<file path="src/rtl/i2cs_pkg.sv">
package i2cs_pkg;

  // Command bytes decoded by the byte controller (bit-mapped: start, stop,
  // read, write, nack, irq-ack).
  localparam logic [7:0] CMD_START   = 8'h91;
  localparam logic [7:0] CMD_WRITE   = 8'h11;
  localparam logic [7:0] CMD_RD_ACK  = 8'h21;
  localparam logic [7:0] CMD_RD_NACK = 8'h29;
  localparam logic [7:0] CMD_STOP    = 8'h41;
  localparam logic [7:0] CMD_IACK    = 8'h01;

  localparam int ADDR_W = 10;

  typedef enum logic [2:0] {
    ERR_NONE    = 3'd0,
    ERR_BUSY    = 3'd1,
    ERR_NACK    = 3'd2,
    ERR_ARB     = 3'd3,
    ERR_TIMEOUT = 3'd4
  } err_e;

  typedef enum logic [2:0] {
    PH_ADDR_HI,
    PH_ADDR_LO,
    PH_WRITE,
    PH_READ,
    PH_STOP
  } phase_e;

  typedef enum logic [3:0] {
    S_IDLE,
    S_INIT,
    S_ADDR,
    S_WAIT,
    S_POLL,
    S_NEXT,
    S_WDATA,
    S_RDOUT,
    S_FETCH
  } state_e;

  typedef struct packed {
    logic [ADDR_W-1:0] addr;
    logic              ten;
    logic              rd;
    logic              last;
  } seg_t;

endpackage

</file>
<file path="src/rtl/i2cs_addr_fmt.sv">
module i2cs_addr_fmt
  import i2cs_pkg::*;
(
  input  seg_t       seg,
  output logic [7:0] first_byte,
  output logic [7:0] second_byte
);

  always_comb begin
    if (seg.ten) first_byte = {5'b11110, seg.addr[9:8], seg.rd};
    else         first_byte = {seg.addr[6:0], seg.rd};
    second_byte = seg.addr[7:0];
  end

endmodule

</file>
<file path="src/rtl/i2cs_watchdog.sv">
module i2cs_watchdog #(
  parameter int WD_W = 16
) (
  input  logic            clk,
  input  logic            rst_n,
  input  logic            run,
  input  logic            kick,
  input  logic [WD_W-1:0] limit,
  output logic            expired
);

  localparam logic [WD_W-1:0] CNT_MAX = '1;

  logic [WD_W-1:0] cnt;

  always_ff @(posedge clk or negedge rst_n) begin
    if (!rst_n)                cnt <= '0;
    else if (!run || kick)     cnt <= '0;
    else if (cnt != CNT_MAX)   cnt <= cnt + 1'b1;
  end

  assign expired = run && !kick && (cnt >= limit);

endmodule

</file>
<file path="src/rtl/i2cs_rd_stage.sv">
module i2cs_rd_stage (
  input  logic       clk,
  input  logic       rst_n,
  input  logic       load,
  input  logic [7:0] din,
  input  logic       flush,
  output logic       out_valid,
  input  logic       out_ready,
  output logic [7:0] out_data
);

  always_ff @(posedge clk or negedge rst_n) begin
    if (!rst_n) begin
      out_valid <= 1'b0;
      out_data  <= '0;
    end else if (flush) begin
      out_valid <= 1'b0;
    end else if (load) begin
      out_valid <= 1'b1;
      out_data  <= din;
    end else if (out_valid && out_ready) begin
      out_valid <= 1'b0;
    end
  end

  // an offered byte is held until taken
  p_rd_hold_r5: assert property (@(posedge clk) disable iff (!rst_n)
    (out_valid && !out_ready && !flush) |=> (out_valid && $stable(out_data)));

endmodule

</file>
<file path="src/rtl/i2c_seg_seq.sv">
module i2c_seg_seq
  import i2cs_pkg::*;
#(
  parameter int LEN_W = 8,
  parameter int WD_W  = 16
) (
  input  logic              clk,
  input  logic              rst_n,
  input  logic [WD_W-1:0]   timeout_cycles,
  input  logic              seg_valid,
  output logic              seg_ready,
  input  logic [9:0]        seg_addr,
  input  logic              seg_ten,
  input  logic              seg_rd,
  input  logic              seg_nors,
  input  logic              seg_last,
  input  logic [LEN_W-1:0]  seg_len,
  input  logic              wd_valid,
  output logic              wd_ready,
  input  logic [7:0]        wd_data,
  output logic              rd_valid,
  input  logic              rd_ready,
  output logic [7:0]        rd_data,
  output logic              ctl_cmd_valid,
  output logic [7:0]        ctl_cmd,
  output logic [7:0]        ctl_wdata,
  input  logic              ctl_tip,
  input  logic              ctl_busy,
  input  logic              ctl_nack,
  input  logic              ctl_arblost,
  input  logic [7:0]        ctl_rdata,
  output logic              done,
  output logic              err,
  output logic [2:0]        err_code
);

  state_e          state;
  phase_e          phase;
  seg_t            seg_q;
  logic [LEN_W-1:0] len_q, pos_q;
  err_e            code_q, errc_q;
  logic            cmd_vld_q, done_q, err_q;
  logic [7:0]      cmd_q, dat_q;
  logic [7:0]      first_byte, second_byte;
  logic            wd_exp, kick, poll_done, rd_load;
  logic            seg_hs, wd_hs, rd_hs;

  i2cs_addr_fmt u_fmt (
    .seg         (seg_q),
    .first_byte  (first_byte),
    .second_byte (second_byte)
  );

  assign seg_ready = (state == S_IDLE) || (state == S_FETCH);
  assign wd_ready  = (state == S_WDATA);
  assign seg_hs    = seg_valid && seg_ready;
  assign wd_hs     = wd_valid && wd_ready;
  assign rd_hs     = rd_valid && rd_ready;
  assign kick      = cmd_vld_q || seg_hs || wd_hs || rd_hs;
  assign poll_done = (state == S_POLL) && !ctl_tip;
  assign rd_load   = poll_done && (phase == PH_READ) && !ctl_arblost;

  i2cs_watchdog #(.WD_W(WD_W)) u_wd (
    .clk     (clk),
    .rst_n   (rst_n),
    .run     (state != S_IDLE),
    .kick    (kick),
    .limit   (timeout_cycles),
    .expired (wd_exp)
  );

  i2cs_rd_stage u_rd (
    .clk       (clk),
    .rst_n     (rst_n),
    .load      (rd_load && !wd_exp),
    .din       (ctl_rdata),
    .flush     (wd_exp),
    .out_valid (rd_valid),
    .out_ready (rd_ready),
    .out_data  (rd_data)
  );

  always_ff @(posedge clk or negedge rst_n) begin
    if (!rst_n) begin
      state     <= S_IDLE;
      phase     <= PH_STOP;
      seg_q     <= '0;
      len_q     <= '0;
      pos_q     <= '0;
      code_q    <= ERR_NONE;
      errc_q    <= ERR_NONE;
      cmd_vld_q <= 1'b0;
      cmd_q     <= '0;
      dat_q     <= '0;
      done_q    <= 1'b0;
      err_q     <= 1'b0;
    end else begin
      cmd_vld_q <= 1'b0;
      done_q    <= 1'b0;
      err_q     <= 1'b0;
      if (wd_exp) begin
        err_q  <= 1'b1;
        errc_q <= (state == S_INIT) ? ERR_BUSY : ERR_TIMEOUT;
        state  <= S_IDLE;
      end else begin
        unique case (state)
          S_IDLE: if (seg_valid) begin
            seg_q  <= '{addr: seg_addr, ten: seg_ten, rd: seg_rd, last: seg_last};
            len_q  <= seg_len;
            pos_q  <= '0;
            code_q <= ERR_NONE;
            state  <= S_INIT;
          end
          S_INIT: if (!ctl_busy && !ctl_tip) state <= S_ADDR;
          S_ADDR: begin
            cmd_vld_q <= 1'b1;
            cmd_q     <= CMD_START;
            dat_q     <= first_byte;
            phase     <= PH_ADDR_HI;
            state     <= S_WAIT;
          end
          S_WAIT: state <= S_POLL;
          S_POLL: if (!ctl_tip) begin
            if (phase == PH_STOP) begin
              cmd_vld_q <= 1'b1;
              cmd_q     <= CMD_IACK;
              state     <= S_IDLE;
              if (code_q == ERR_NONE) done_q <= 1'b1;
              else begin
                err_q  <= 1'b1;
                errc_q <= code_q;
              end
            end else if (ctl_arblost || (phase != PH_READ && ctl_nack)) begin
              code_q    <= ctl_arblost ? ERR_ARB : ERR_NACK;
              cmd_vld_q <= 1'b1;
              cmd_q     <= CMD_STOP;
              phase     <= PH_STOP;
              state     <= S_WAIT;
            end else if (phase == PH_ADDR_HI && seg_q.ten) begin
              cmd_vld_q <= 1'b1;
              cmd_q     <= CMD_WRITE;
              dat_q     <= second_byte;
              phase     <= PH_ADDR_LO;
              state     <= S_WAIT;
            end else if (phase == PH_READ) begin
              pos_q <= pos_q + 1'b1;
              state <= S_RDOUT;
            end else begin
              state <= S_NEXT;
            end
          end
          S_NEXT: begin
            if (pos_q == len_q) begin
              if (seg_q.last) begin
                cmd_vld_q <= 1'b1;
                cmd_q     <= CMD_STOP;
                phase     <= PH_STOP;
                state     <= S_WAIT;
              end else begin
                state <= S_FETCH;
              end
            end else if (seg_q.rd) begin
              cmd_vld_q <= 1'b1;
              cmd_q     <= (pos_q == len_q - 1'b1) ? CMD_RD_NACK : CMD_RD_ACK;
              phase     <= PH_READ;
              state     <= S_WAIT;
            end else begin
              state <= S_WDATA;
            end
          end
          S_WDATA: if (wd_valid) begin
            cmd_vld_q <= 1'b1;
            cmd_q     <= CMD_WRITE;
            dat_q     <= wd_data;
            pos_q     <= pos_q + 1'b1;
            phase     <= PH_WRITE;
            state     <= S_WAIT;
          end
          S_RDOUT: if (rd_hs) state <= S_NEXT;
          S_FETCH: if (seg_valid) begin
            seg_q <= '{addr: seg_addr, ten: seg_ten, rd: seg_rd, last: seg_last};
            len_q <= seg_len;
            pos_q <= '0;
            state <= seg_nors ? S_NEXT : S_ADDR;
          end
          default: state <= S_IDLE;
        endcase
      end
    end
  end

  assign ctl_cmd_valid = cmd_vld_q;
  assign ctl_cmd       = cmd_q;
  assign ctl_wdata     = dat_q;
  assign done          = done_q;
  assign err           = err_q;
  assign err_code      = errc_q;

  // command strobes never come back to back
  p_cmd_spaced_r10: assert property (@(posedge clk) disable iff (!rst_n)
    ctl_cmd_valid |=> !ctl_cmd_valid);

  // an accepted write byte goes out with the next command
  p_wd_forward_r4: assert property (@(posedge clk) disable iff (!rst_n)
    (wd_valid && wd_ready) |=> (ctl_cmd_valid && ctl_cmd == CMD_WRITE &&
                                ctl_wdata == $past(wd_data)));

  // watchdog expiry ends the transaction next cycle
  p_timeout_ends_r11: assert property (@(posedge clk) disable iff (!rst_n)
    wd_exp |=> (err && seg_ready &&
                (err_code == ERR_TIMEOUT || err_code == ERR_BUSY)));

  // any error report carries a non-zero code
  p_err_coded_r6: assert property (@(posedge clk) disable iff (!rst_n)
    err |-> (err_code != ERR_NONE && !done));

  // completion coincides with the acknowledge command
  p_done_iack_r9: assert property (@(posedge clk) disable iff (!rst_n)
    done |-> (ctl_cmd_valid && ctl_cmd == CMD_IACK));

endmodule

</file>
<file path="config.mk">
export PLATFORM = sky130hd
export DESIGN_NAME = i2c_seg_seq
export DESIGN_NICKNAME = d
export VERILOG_FILES = /design/src/rtl/i2cs_pkg.sv /design/src/rtl/i2cs_addr_fmt.sv /design/src/rtl/i2cs_watchdog.sv /design/src/rtl/i2cs_rd_stage.sv /design/src/rtl/i2c_seg_seq.sv
export SDC_FILE = /design/constraint.sdc
export NUM_CORES = 1
export LEC_CHECK = 0
export BUFFER_PORTS_ARGS = -buffer_cell sky130_fd_sc_hd__buf_2
export CORE_MARGIN = 3
export CORE_UTILIZATION = 52
export CTS_BUF_LIST = sky130_fd_sc_hd__clkbuf_8
export DETAILED_ROUTE_END_ITERATION = 6
export HOLD_SLACK_MARGIN = 0.08
export MAX_ROUTING_LAYER = met4
export PLACE_DENSITY = 0.79
export SYNTH_ARGS = -nofsm -noshare
export SYNTH_HDL_FRONTEND = slang
export SYNTH_SLANG_ARGS = --single-unit
</file>
<file path="constraint.sdc">
create_clock -name clk -period 2.5 [get_ports clk]
set_input_delay 0.5 -clock clk [delete_from_list [all_inputs] [get_ports clk]]
set_output_delay 0.5 -clock clk [all_outputs]
set_load 0.005 [all_outputs]
</file>
==> results of run 1 <==
==> what timing repair did <==
| action | in CTS | in global routing |
|---|---|---|
| pin swaps | 2 | 7 |
| hold buffers | 0 | 0 |
| gates resized for setup | 5 | 25 |
| buffers inserted | 1 | 6 |
| endpoints found under the setup margin | 24 | 30 |
==> metal layers <==
layer / up-vias / track usage (%) / share of wire (%)
met4: 0 / 9.56 / 2.4
met3: 33 / 3.52 / 6.2
li1: 2109 / - / -
met5: - / - / 0
met1: 2183 / 32.9 / 42
met2: 195 / 43.7 / 49
==> power by group <==
group / internal, µW / switching, µW
clock: 579 / 551
combinational: 1530 / 1570
sequential: 1760 / 410
total: 3870 / 2530
==> logic make-up (layout without fill, tap and decap cells) <==
| group | Yosys count | after routing | synth area share, % |
|---|---|---|---|
| compound gates | 83 | 83 | 11.4 |
| buf+inv | 56 | 204 | 5.09 |
| fa+ha+maj | 19 | 19 | 4.86 |
| xor+xnor | 29 | 29 | 5.19 |
| mux | 30 | 30 | 6.75 |
| other cells | 1 | 2 | 0.0767 |
| flops | 83 | 83 | 42.5 |
| simple gates | 227 | 227 | 24.2 |
==> final cells by class <==
cell class | count | area, µm²
Sequential cell | 83 | 2080
Clock inverter | 7 | 104
Inverter | 30 | 113
Fill cell | 675 | 2720
Multi-Input combinational cell | 390 | 2680
Clock buffer | 9 | 124
Tap cell | 108 | 135
Timing Repair Buffer | 158 | 976
==> through the flow <==
stage               total power [µW]  util (%)  cells  worst slack [ns]
finish                          6400      69.6    785            0.0386
global route                    6800      69.6    785           -0.0443
CTS                             6190      68.0    779           0.00113
detailed placement              5010      65.1    762            -0.309
global placement                4880      65.1    762            -0.259
floorplan                       3920         -    529            0.0109
==> how the worst max path moves through the flow <==
stage / slack (ns) / depth (start not counted) / end
2_1_floorplan: 0.01 / 8 / phase[0]$_DFFE_PN0P_
3_3_place_gp: -0.26 / 10 / pos_q[1]$_DFFE_PN0P_
3_5_place_dp: -0.31 / 10 / pos_q[5]$_DFFE_PN0P_
4_1_cts: 0.001 / 10 / pos_q[5]$_DFFE_PN0P_
5_1_grt: -0.04 / 7 / phase[1]$_DFFE_PN0P_
6_report: 0.04 / 9 / pos_q[5]$_DFFE_PN0P_
==> cell usage in the layout, fill, tap and decap left out, types with 4 or more instances in the layout <==
cell type / count
or3_1: 4
inv_6: 4
nand2_1: 95
clkbuf_8: 9
o31ai_1: 5
inv_1: 28
buf_4: 63
nand4_1: 8
xor2_1: 16
mux2_1: 8
ha_1: 18
xnor2_1: 13
and4_1: 4
mux2_2: 14
a21oi_1: 22
nor2_1: 30
nand3_1: 11
mux2i_1: 6
nand2b_1: 7
o21ai_0: 24
nor2b_1: 7
and3_1: 6
nand3b_1: 5
nor3_1: 7
buf_2: 92
nor3b_1: 6
dfrtp_1: 79
==> sequential cells by signal, summed over array words and instances (netlist names) <==
name	flops
code_q	2
ctl_cmd	6
ctl_cmd_valid	1
ctl_wdata	8
done	1
err	1
err_code	3
len_q	8
phase	3
pos_q	8
seg_q	13
state	4
u_rd.out_data	8
u_rd.out_valid	1
u_wd.cnt	16
==> impl_results.md, run 1 <==
- Area of the core: 8930 µm²
- CP Data Required Time: 2.78 ns
- Power per Cell Area: 1030 nW/µm²
- CP Buf/Inv Count: 2
- Synth area leaders: dfrtp_1, nand2_1, ha_1
- Critical Path Slowest Stage Cell: or4_1
- H-Tree Depth: 3
- CP arrival: 2.74 ns
- Post-Syn Area: 4890 µm²
- Number of routed nets with antenna violations: 0
- Post-synth top cells: nand2_1, dfrtp_1, nor2_1
- Pleak: 0.00313 µW
- Finished Cell Area: 6220 µm²
- Fin. Hold Viols: 0
- Critical path startpoint: u_wd.cnt[7]$_DFFE_PN0P_
- Layout cells sized above 1: 33.7%
- Ports: 96
- Synth top area share: 42.0%
- Antenna Cells: 0
- Initial Util: 54.7%
- Die W: 103 µm
- RR Endpoint: pos_q[5]$_DFFE_PN0P_
- Crit-path max cell delay: 0.52 ns
- YS warnings: 0
- Tcrit/Tclk final: 98.5%
- Worst slew pin tran: 0.602 ns
- Final Setup Violations: 0
- Post-synth EDFFs: 0
- CTS tree: yes
- Deepest clock path buffer count: 2
- VDD IR max: 0.571 mV
- Synth area leader: dfrtp_1
- Worst reg2reg path startpoint: u_wd.cnt[7]$_DFFE_PN0P_
- Largest net degree at the start of global routing: 44
- Most used cell, CP: a21oi_1
- CTS Buf Count: 9
- Crit path max-delay family: compound AO/OA/AOI/OAI gates
- Worst Skew: 0.0167 ns
- Via count: 4520
- Drt via density: 5.76
- Router iterations before antenna repair: 5
- Register bit total from synthesis: 83
- Worst Hold Class: input port to asynchronous set/reset pin
- CP Capture Type: flop
- Clock sink count: 83
- R2R setup slack: 0.04 ns
- Async S/R FF share, synth: 100%
- Worst path cell trace: ha_1 -> a21oi_1 -> o21ai_1 -> a211oi_2 -> a31oi_2 -> buf_12 -> buf_4 -> or4_1 -> a21oi_1
- Full die area: 10600 µm²
- Placer Congestion: 0.978
- First-pass GRT wire length: 21200 µm
- Sequential cell area fraction in the yosys report: 42.5%
- Critical path class: flop to flop
- Hold Slack: 0.113 ns
- Min Tclk post-route: 2.46 ns
- Initial antenna violation count: 0
- Maximum fanout along the worst path: 8
- Startpoint types: flop
- Final wirelength: 13600 µm
- Max Cap Viol: 0
- Die Ht: 103 µm
- Count leader, synth: nand2_1
- Area grow syn2layout: 27.1%
- Port Buf Inserts: 93
- Post-synthesis cell count: 528
- Number of core rows: 34
- Setup TNS: 0 ns
- Post-route DRC violation count: 0
- Worst-skew pair later-pin latency: 0.37 ns
- Cell variety after synth: 65
- Dpl cell area: 5820 µm²
- Synth Flop Type: dfrtp_1
- Worst-path clk slew: 0.09 ns
- Total GRT Usage: 26.3%
- Starting DRT DRC Count: 296
- Layout Nets: 754
- R2R cell count: 9
- Final HPWL DP: 9760 µm
- Wire length per cell: 17.3 µm
- Max Slew Vio Count: 0
- Outcome: completed
- Vias in the first global route: 4481
- Fmax: 406 MHz
- Grt total ovfl: 0
- Slew HR: 59.8%
- Clock root cell: clkbuf_8
- Mean Syn Cell Area: 9.26 µm²
Power figures use the tool's default switching activity.
==> run 2, diff against run 1 <==
CORE_UTILIZATION = 30   (was 52)
PLACE_DENSITY = default   (was 0.79)
==> run 2 against run 1 <==
  * Register-to-register slack improved by 0.03 ns
  * Fmax increased by 1.0%
  * Flip-flop and latch count did not move
  * Critical path type unchanged
  * Sequential power decreased by 2%
  * Clock skew shrank 0.0042 ns
==> impl_results.md, run 2 (synthesized netlist as in run 1, its figures left out) <==
- Drt via density: 4.82
- Min Tclk post-route: 2.44 ns
- CP arrival: 2.70 ns
- Crit path max-delay family: compound AO/OA/AOI/OAI gates
- Worst-skew pair later-pin latency: 0.37 ns
- Initial Util: 30.7%
- CP Buf/Inv Count: 2
- Comb power frac: 49.9%
- Ports: 96
- Number of routed nets with antenna violations: 0
- Final Setup Violations: 0
- Fillers: 1640
- Crit-path max cell delay: 0.40 ns
- Maximum fanout along the worst path: 18
- Largest net degree at the start of global routing: 47
- Deepest clock path buffer count: 2
- Placer Congestion: 0.858
- Clock sink count: 83
- Multi-input gate area: 2670 µm²
- Grt total ovfl: 0
- # hold bufs at CTS: 0
- Pleak: 0.00316 µW
- Fmax: 410 MHz
- Sw frac: 38.4%
- CTS tree: yes
- Final HPWL DP: 10500 µm
- Sequential power share: 33.2%
- Critical path class: flop to flop
- Top Registers: u_wd.cnt (16), seg_q (13)
- Antenna Cells: 0
- Starting DRT DRC Count: 254
- First-pass GRT wire length: 21800 µm
- DP Cell Count: 883
- Pre-CTS WS: -0.285 ns
- Die W: 134 µm
- Area grow syn2layout: 31.1%
- VDD IR max: 0.608 mV
- Worst path cell trace: ha_1 -> nand4_1 -> o21bai_1 -> a211oi_1 -> a31oi_2 -> buf_12 -> a2111oi_4 -> buf_6 -> mux2_2
- Max Slew Vio Count: 0
- Psw: 2450 µW
- Worst slew pin tran: 0.594 ns
- WP depth: 9
- Full die area: 17900 µm²
- PnR worst setup slack: 0.0639 ns
- Critical Path Slowest Stage Cell: dfrtp_1
- CTS Buf Count: 9
- Clock root cell: clkbuf_8
- Total GRT Usage: 15.6%
- Startpoint types: flop
- Post-route DRC violation count: 0
- FF/Latch Area: 2080 µm²
- Number of core rows: 46
- H-Tree Depth: 3
- Outcome: completed
- CP Capture Type: flop
- CP Data Required Time: 2.76 ns
- RSZ-0062 raised after global routing: yes
- P_int: 3930 µW
- Fin. Hold Viols: 0
- Worst Hold Class: input port to asynchronous set/reset pin
- Tcrit/Tclk final: 97.4%
- Layout cells sized above 1: 33.4%
- Power per Cell Area: 995 nW/µm²
- Final wirelength: 13400 µm
- Power share of the clock group: 16.9%
- Dpl cell area: 6080 µm²
- Slew HR: 60.3%
- Max reg flops: 16
- Wire length per cell: 14.9 µm
- Layout Nets: 763
- Worst Skew: 0.0125 ns
- Vias in the first global route: 4361
- Final std cells w/o fill: 902
- Finished Cell Area: 6410 µm²
- Area of the core: 15900 µm²
- Tot Pwr: 6380 µW
- R2R cell count: 9
- Router iterations before antenna repair: 4
- Die Ht: 134 µm
- Biggest register: u_wd.cnt
- Port Buf Inserts: 93
- Worst-path clk slew: 0.09 ns
- Max Cap Viol: 0
- Via count: 4349
- Initial antenna violation count: 0
- Most common cell after layout, fill and taps aside: nand2_1
- Most frequent cells in the layout: nand2_1, buf_2, dfrtp_1, buf_4, nor2_1
-- run 2: changes by cell type in the layout (fill, tap and decap cells not counted), moves of 2 or more --
| cell | before | now |
|---|---|---|
| clkinv_2 | 0 | 2 |
| nor2_2 | 2 | 0 |
| clkinvlp_4 | 0 | 3 |
| buf_4 | 63 | 70 |
| dfrtp_1 | 79 | 82 |
| dfrtp_2 | 3 | 0 |
| inv_6 | 4 | 0 |
| buf_12 | 1 | 3 |
-- run 2: through the flow --
| stage | hold WS (ns) | setup TNS (ns) | util, % |
|---|---|---|---|
| floorplan | 0.204 | 0 | - |
| global placement | 0.452 | -5.22 | 38.1 |
| detailed placement | 0.451 | -5.76 | 38.1 |
| CTS | 0.0994 | 0 | 39.7 |
| global route | 0.114 | -0.188 | 40.2 |
| finish | 0.0958 | 0 | 40.2 |
-- run 2: final cells by class --
type / instances / share of cell area (%)
well taps: 216 / 4.21
clock inverters: 7 / 1.44
inverters: 30 / 1.76
multi-input cells: 390 / 41.6
repair buffers: 167 / 16.7
clock buffers: 9 / 1.93
flip-flops and latches: 83 / 32.4
-- run 2: layer usage --
metal | track usage [%] | share of wire [%]
met1 | 20.3 | 47
met2 | 24.7 | 47
met3 | 4.31 | 5.0
met4 | 2.86 | 0.89
met5 | - | 0
-- run 2: power by group through the flow --
| stage | combinational [µW] | clock, µW | sequential, µW |
|---|---|---|---|
| after global routing | 3500 | 1180 | 2180 |
| after floorplan | 1880 | 0 | 2040 |
| final | 3180 | 1080 | 2120 |
| after detailed placement | 3010 | 0 | 2140 |
| after CTS | 3090 | 1120 | 2120 |
| after global placement | 2940 | 0 | 2120 |
-- run 2: what timing repair did --
item / CTS / global route
setup buffers: 1 / 2
endpoints found under the setup margin: 19 / 30
cloned: 0 / 0
pin swaps: 1 / 4
resized for setup: 6 / 14
-- run 2: path summary, 6_finish.rpt --
| path | startpoint | end | slack (ns) |
|---|---|---|---|
| hold reg to reg | seg_q[11]$_DFFE_PN0P_ | seg_q[11]$_DFFE_PN0P_ | 0.48 |
| max in group asynchronous | rst_n | phase[2]$_DFFE_PN1P_ | 1.73 |
| setup / recovery | u_wd.cnt[15]$_DFFE_PN0P_ | ctl_wdata[7]$_DFFE_PN0P_ | 0.06 |
| min in group clk | seg_len[6] | len_q[6]$_DFFE_PN0P_ | 0.32 |
| setup reg to reg | u_wd.cnt[15]$_DFFE_PN0P_ | ctl_wdata[7]$_DFFE_PN0P_ | 0.06 |
| hold / removal | rst_n | u_wd.cnt[8]$_DFFE_PN0P_ | 0.1 |
